**src/rtl/desc_ram_pkg.sv**
```systemverilog
package desc_ram_pkg;
    typedef enum logic [1:0] {
        OFF_CTRL = 2'd0,
        OFF_ADDR = 2'd1,
        OFF_DATA = 2'd2,
        OFF_NONE = 2'd3
    } reg_off_e;

    localparam int CTRL_OWN_BIT = 0;
endpackage

```
**src/rtl/desc_ram_store.sv**
```systemverilog
module desc_ram_store #(
    parameter int AW = 8,
    parameter int DW = 8
) (
    input  logic          clk,
    input  logic          rst_n,
    input  logic          host_we,
    input  logic [AW-1:0] host_addr,
    input  logic [DW-1:0] host_wdata,
    output logic [DW-1:0] host_rdata,
    input  logic          core_req,
    input  logic [AW-1:0] core_addr,
    output logic [DW-1:0] core_rdata
);
    localparam int DEPTH = 1 << AW;

    logic [DW-1:0] mem [DEPTH];
    logic [DW-1:0] core_d, core_q;

    // host read is combinational so the data register answers in the access cycle
    assign host_rdata = mem[host_addr];

    always_ff @(posedge clk) begin
        if (host_we) begin
            mem[host_addr] <= host_wdata;
        end
    end

    always_comb begin
        core_d = '0;
        if (core_req) begin
            core_d = mem[core_addr];
        end
    end

    always_ff @(posedge clk) begin
        if (!rst_n) begin
            core_q <= '0;
        end else begin
            core_q <= core_d;
        end
    end

    assign core_rdata = core_q;
endmodule

```
**src/rtl/desc_ram_regs.sv**
```systemverilog
module desc_ram_regs
    import desc_ram_pkg::*;
#(
    parameter int AW = 8,
    parameter int DW = 8
) (
    input  logic          clk,
    input  logic          rst_n,
    input  logic          bus_sel,
    input  logic          bus_wr,
    input  logic [1:0]    bus_off,
    input  logic [DW-1:0] bus_wdata,
    output logic [DW-1:0] bus_rdata,
    input  logic [DW-1:0] ram_rdata,
    output logic          ram_we,
    output logic [AW-1:0] ram_addr,
    output logic          core_own
);
    typedef struct packed {
        logic          own;
        logic [AW-1:0] addr;
    } state_t;

    state_t   st_d, st_q;
    reg_off_e off;
    logic     data_acc;

    assign off = reg_off_e'(bus_off);

    always_comb begin
        st_d      = st_q;
        data_acc  = bus_sel && (off == OFF_DATA) && !st_q.own;
        ram_we    = data_acc && bus_wr;
        bus_rdata = '0;
        if (bus_sel && bus_wr) begin
            unique case (off)
                OFF_CTRL: st_d.own  = bus_wdata[CTRL_OWN_BIT];
                OFF_ADDR: st_d.addr = bus_wdata[AW-1:0];
                default: ;
            endcase
        end
        if (bus_sel && !bus_wr) begin
            unique case (off)
                OFF_CTRL: bus_rdata[CTRL_OWN_BIT] = st_q.own;
                OFF_ADDR: bus_rdata[AW-1:0] = st_q.addr;
                OFF_DATA: bus_rdata = st_q.own ? '0 : ram_rdata;
                default: ;
            endcase
        end
        // pointer advances on any permitted data access; wraps naturally
        if (data_acc) begin
            st_d.addr = st_q.addr + 1'b1;
        end
    end

    always_ff @(posedge clk) begin
        if (!rst_n) begin
            st_q <= '0;
        end else begin
            st_q <= st_d;
        end
    end

    assign ram_addr = st_q.addr;
    assign core_own = st_q.own;
endmodule

```
**src/rtl/desc_ram_port.sv**
```systemverilog
module desc_ram_port #(
    parameter int AW = 8,
    parameter int DW = 8
) (
    input  logic          clk,
    input  logic          rst_n,
    input  logic          bus_sel,
    input  logic          bus_wr,
    input  logic [1:0]    bus_off,
    input  logic [DW-1:0] bus_wdata,
    output logic [DW-1:0] bus_rdata,
    input  logic          core_rd_en,
    input  logic [AW-1:0] core_addr,
    output logic [DW-1:0] core_rd_data
);
    logic          ram_we;
    logic [AW-1:0] cur_addr;
    logic [DW-1:0] host_rd;
    logic          core_own;

    desc_ram_regs #(.AW(AW), .DW(DW)) u_regs (
        .clk       (clk),
        .rst_n     (rst_n),
        .bus_sel   (bus_sel),
        .bus_wr    (bus_wr),
        .bus_off   (bus_off),
        .bus_wdata (bus_wdata),
        .bus_rdata (bus_rdata),
        .ram_rdata (host_rd),
        .ram_we    (ram_we),
        .ram_addr  (cur_addr),
        .core_own  (core_own)
    );

    desc_ram_store #(.AW(AW), .DW(DW)) u_store (
        .clk        (clk),
        .rst_n      (rst_n),
        .host_we    (ram_we),
        .host_addr  (cur_addr),
        .host_wdata (bus_wdata),
        .host_rdata (host_rd),
        .core_req   (core_rd_en && core_own),
        .core_addr  (core_addr),
        .core_rdata (core_rd_data)
    );
endmodule

```
**config.mk**
```make
export PLATFORM = sky130hd
export DESIGN_NAME = desc_ram_port
export DESIGN_NICKNAME = d
export VERILOG_FILES = /design/src/rtl/desc_ram_pkg.sv /design/src/rtl/desc_ram_store.sv /design/src/rtl/desc_ram_regs.sv /design/src/rtl/desc_ram_port.sv
export SDC_FILE = /design/constraint.sdc
export NUM_CORES = 2
export LEC_CHECK = 0
export BUFFER_PORTS_ARGS = -buffer_cell sky130_fd_sc_hd__buf_2
export CAP_MARGIN = 20
export CORE_ASPECT_RATIO = 1.2
export CORE_MARGIN = 3
export CORE_UTILIZATION = 25
export CTS_BUF_LIST = sky130_fd_sc_hd__clkbuf_8
export DETAILED_ROUTE_END_ITERATION = 8
export GPL_TIMING_DRIVEN = 1
export PLACE_DENSITY = 0.44
export SLEW_MARGIN = 20
export SYNTH_ARGS = -nofsm -noshare
export SYNTH_HDL_FRONTEND = slang
export SYNTH_SLANG_ARGS = --single-unit
```
**constraint.sdc**
```tcl
create_clock -name clk -period 4.85 [get_ports clk]
set_clock_uncertainty 0.05 [all_clocks]
set_input_delay 0.2425 -clock clk [delete_from_list [all_inputs] [get_ports clk]]
set_output_delay 0.2425 -clock clk [all_outputs]
set_load 0.05 [all_outputs]
```
**After elaboration in Yosys (flattened, before gate mapping)**

Memories as Yosys holds them, arrays and structs flattened. A register that Yosys moved wholly into a read port is not among the register bits.
Cells that the tools add are included.

- Register bits after elaboration: 9
- RAM bits: 2048
- Input port bits: 23
- Output and inout port bits: 16
- Logic and storage cells: 32
- Memories: 1

Memories:

| name | words | bits a word | read ports | clocked after memory_dff | write ports | RTL line | source |
|---|---|---|---|---|---|---|---|
| u_store.mem | 256 | 8 | 2 | 2 | 1 | desc_ram_store.sv:17 | `logic [DW-1:0] mem [DEPTH];` |

- Add/subtract/negate cells: 1
- Equal/unequal tests: 2
- Muxes and demuxes: 11
- Reductions and logical operators: 15

Operator list:

| cell | count |
|---|---|
| 8-bit 2-to-1 mux | 7 |
| 7-bit one-hot mux with 2 select lines | 1 |
| 8-bit by 1-bit adder with 8-bit output (second input constant) | 1 |
| 1-bit logical AND | 6 |
| 2-bit AND reduction | 3 |
| 2-bit nonzero test | 2 |
| 1-bit logical NOT | 3 |
| 1-bit one-hot mux with 3 select lines | 1 |
| 2-bit by 1-bit equality test with 1-bit output (second input constant) | 1 |
| 2-bit equality test (second input constant) | 1 |
| 2-bit logical NOT | 1 |
| 1-bit 2-to-1 mux | 2 |

**Logic depth before layout (Yosys ltp)**

- Word-level depth: 7
- Mapped depth: 13
- Depth with buffers taken out: 9

**Cells and area by module**

A second synthesis with hierarchy kept.

- Cells, all modules: 5003
- Area, all modules: 96617.7 um2

By module, submodules not included:

| module | instances | cells an instance | area each (um2) | seq. area each (um2) |
|---|---|---|---|---|
| desc_ram_store | 1 | 4913 | 95932.0 | 61659.1 |
| desc_ram_regs | 1 | 89 | 679.4 | 180.2 |
| desc_ram_port | 1 | 1 | 6.3 | 0.0 |

**Least setup slack after synthesis**

No wires, ideal clock.

- Path type: register to output
- Start: reg with a tool-made name
- End: out bus_rdata[4]
- Arrival time: 3600 ps
- Data required time: 4558 ps
- Path slack: 957 ps
- Cell stages (with the launch flop): 12
- Path buffers: 5
- Cell sequence: dfxtp_1 > buf_2 > buf_4 > buf_4 > buf_4 > buf_4 > nand2_1 > o22ai_1 > nor3_1 > nor4_1 > a211oi_1 > o41ai_1

RTL lines:

| item | RTL line | source |
|---|---|---|
| end, declared | desc_ram_port.sv:11 | `output logic [DW-1:0] bus_rdata,` |

==> impl_metrics.tcl <==
set metrics [dict create \
    core_mm2 0.384 \
    yosys_register_bits 2073 \
    cp_num_buf_inv 5 \
    synth_cell_types 63 \
    min_path_type "in -> reg" \
    hold_violations 0 \
    clkTransAtPathRegs_ns 0.07 \
    p_leak_nw 35.3 \
    avgViaCountPerCell 5.22 \
    grt_first_pass_wirelength_um 519000 \
    cts_htree_levels 5 \
    overflow 0 \
    wl_um 383000 \
    placementRows 249 \
    cts_tree "built" \
    ant_nets 0 \
    ys_top_cells_by_count "2,048 x edfxtp_1, 1,124 x mux4_2, 298 x nor2_1" \
    grt_antenna_before_repair 25 \
    drive_above_1_share_pct 41.1 \
    min-delay-start "core_addr[3]" \
    synthToLayoutAreaGrowth_pct 18.9 \
    grt_max_degree 109 \
    critPathMaxFanout 19 \
    numClockSinks 2073 \
    synth.avg_cell_area_um2 20.2 \
    postSynthCellCount 4792 \
    die_w_um 573 \
    clk_latency_ns 1.00 \
    grt_pass1_vias 58581 \
    yosys.area.top_type_share_pct 63.7 \
    synth_area_mm2 0.0966 \
    initial_core_util_pct 25.1 \
    synth_area_leaders "edfxtp_1 64%, mux4_2 26%, mux2i_1 1.7%" \
    vias 56719 \
    worstReg2RegStart "u_store.mem[227][7]$_DFFE_PP_" \
    total_power_w 0.0386 \
    cp_common_cell "buf_4" \
    clockBufferDepth 4 \
    arrival_ns 4.53 \
    dp_cells 10158 \
    io_pins 39 \
    p_per_area_mw_per_mm2 336 \
    critical_path.max_stage_delay_ns 0.48 \
    required_ns 4.56 \
    relSlewSlack_pct 25.2 \
    final_cells 10871 \
    yosys.cell_count.top_type "edfxtp_1" \
    outcome "finished, final reports clean" \
    drc 0 \
    min_period_over_period_pct 99.5 \
    fin_crit_ns 4.83 \
    path_cells "buf_4 -> buf_12 -> nand2_4 -> buf_4 -> o221ai_2 -> a21oi_2 -> o21ai_0 -> a311oi_2 -> buf_4 -> nor3_1 -> a32o_1 -> buf_2" \
    nNetsFinal 5471 \
    rsz0062_at_grt "true" \
    fmax_mhz 207 \
    timing.final.max_slew_violations 0 \
    fillerInstances 37428 \
    die_y_um 687 \
    worst_path_max_delay_cell "dfxtp_4" \
    gp_congestion 0.903 \
    first_iter_violations 6439 \
    dpl.hpwl_um 261000 \
    setup_tns_ns 0 \
    peakVddDrop_uv 212 \
    ys_async_sr_fraction_pct 0 \
    path_class "reg -> out" \
    crit_path_end_kind "output port" \
    max-cap-violations 0 \
    syn_nets 4823 \
    crit_path_start_kind "flip-flop" \
    dr.pass1.iters 5 \
    portBuffers 38 \
    setup_viol 0 \
    worst_pin_slew_ns 1.12 \
    clockRootBuffer "clkbuf_8" \
    numCtsBuffers 352 \
    die_area_mm2 0.394 \
    wire_per_inst_um 35.2 \
    ys_seq_area_share_pct 64.2 \
    synth_top_area_cell "edfxtp_1" \
    synth_edf_count 2048 \
    synth_ff_type "edfxtp_1" \
    cp_top_family "compound AO/OA/AOI/OAI gates" \
    ys_warn_count 0 \
    grt_usage_pct 19.0 \
]
[worst paths after layout]
check | to | cells past startpoint | slack, ns
worst max-delay path | bus_rdata[5] | 12 | 0.02
worst min register to register | u_regs.core_own$_SDFFE_PN0P_ | 2 | 0.55
worst min-delay path | u_store.core_rdata[6]$_SDFF_PN0_ | 5 | 0.17
worst max register to register | u_store.core_rdata[7]$_SDFF_PN0_ | 8 | 1.09
[area by class of cell]
type                       count  area (um2)  area share (%)
sequential                  2073       62000            54.0
multi-input combinational   2320       33200            28.9
timing repair buffer         681        6590            5.74
tap                         5145        6440            5.61
clock buffer                 361        4970            4.33
clock inverter               268        1550            1.35
inverter                      12        52.6          0.0458
antenna                       11        27.5          0.0240
[routing by layer]
metal | track usage [%] | up-vias | share of wire, %
met5 | 0 | - | 0.012
met4 | 8.20 | 8 | 4.9
met3 | 3.23 | 646 | 6.5
met2 | 32.4 | 2510 | 50
met1 | 23.7 | 31347 | 39
li1 | - | 22208 | -
[worst min-delay path, cell delays in order]
cell      delay (ns)
buf_2           0.14
buf_4           0.31
o211ai_1        0.24
a22oi_1         0.14
nand3_1         0.11
[power by group]
part | leakage, nW | switching (W) | internal [W]
Combinational | 12.9 | 0.00215 | 0.00142
Clock | 3.75 | 0.00762 | 0.00765
Sequential | 18.6 | 0.0000230 | 0.0197
[through the flow]
| stage | area [um2] | hold WS, ns | worst slack, ns | utilization [%] |
|---|---|---|---|---|
| after floorplan | 96600 | 0.291 | 0.957 | - |
| after global placement | 107000 | 0.529 | -0.356 | 27.8 |
| after detailed placement | 107000 | 0.539 | -0.359 | 27.8 |
| after CTS | 115000 | 0.0468 | -0.0195 | 29.8 |
| after global routing | 115000 | 0.122 | -0.0360 | 29.9 |
| final | 115000 | 0.175 | 0.0245 | 29.9 |
[logic make-up (layout without fill, tap and decap cells)]
family	count (synthesis)	in the layout	synth area share [%]
flip-flops	2073	2073	64.2
multiplexers	1305	1305	28.1
AND/OR/NAND/NOR	631	631	2.88
buffers and inverters	399	1322	2.00
AO/OA/AOI/OAI	376	376	2.72
adder cells (fa/ha/maj)	8	8	0.104
other	0	11	0
[timing repair]
action | 4_1_cts | 5_1_grt
hold buffers | 19 | 0
endpoints found under the setup margin | 8 | 5
pin swaps | 10 | 8
gates cloned | 7 | 2
resized for setup | 94 | 21
buffers inserted | 42 | 5
hold endpoints to repair | 832 | 0
[state kept, by name (all words and copies together) (netlist names), named ones only]
signal and count:
u_regs.core_own 1, u_regs.ram_addr 8, u_store.mem 2048, u_store.core_rdata 8
[layout by cell type, fill, tap and decap left out, drive strengths merged, types with 19 or more instances in the layout]
master,netlist,layout
edfxtp,2048,2048
mux4,1124,1124
buf,210,650
clkbuf,177,367
nor2,298,298
mux2i,163,163
inv,9,138
nand2,131,131
clkinv,3,124
o22ai,69,69
a21oi,62,62
nand3,56,56
o221ai,41,41
a22oi,41,41
nor3,36,36
o21ai,34,34
a211oi,27,27
dfxtp,25,25
dlygate4sd3,0,19
and2,19,19
(Power assumes the default switching activity.)
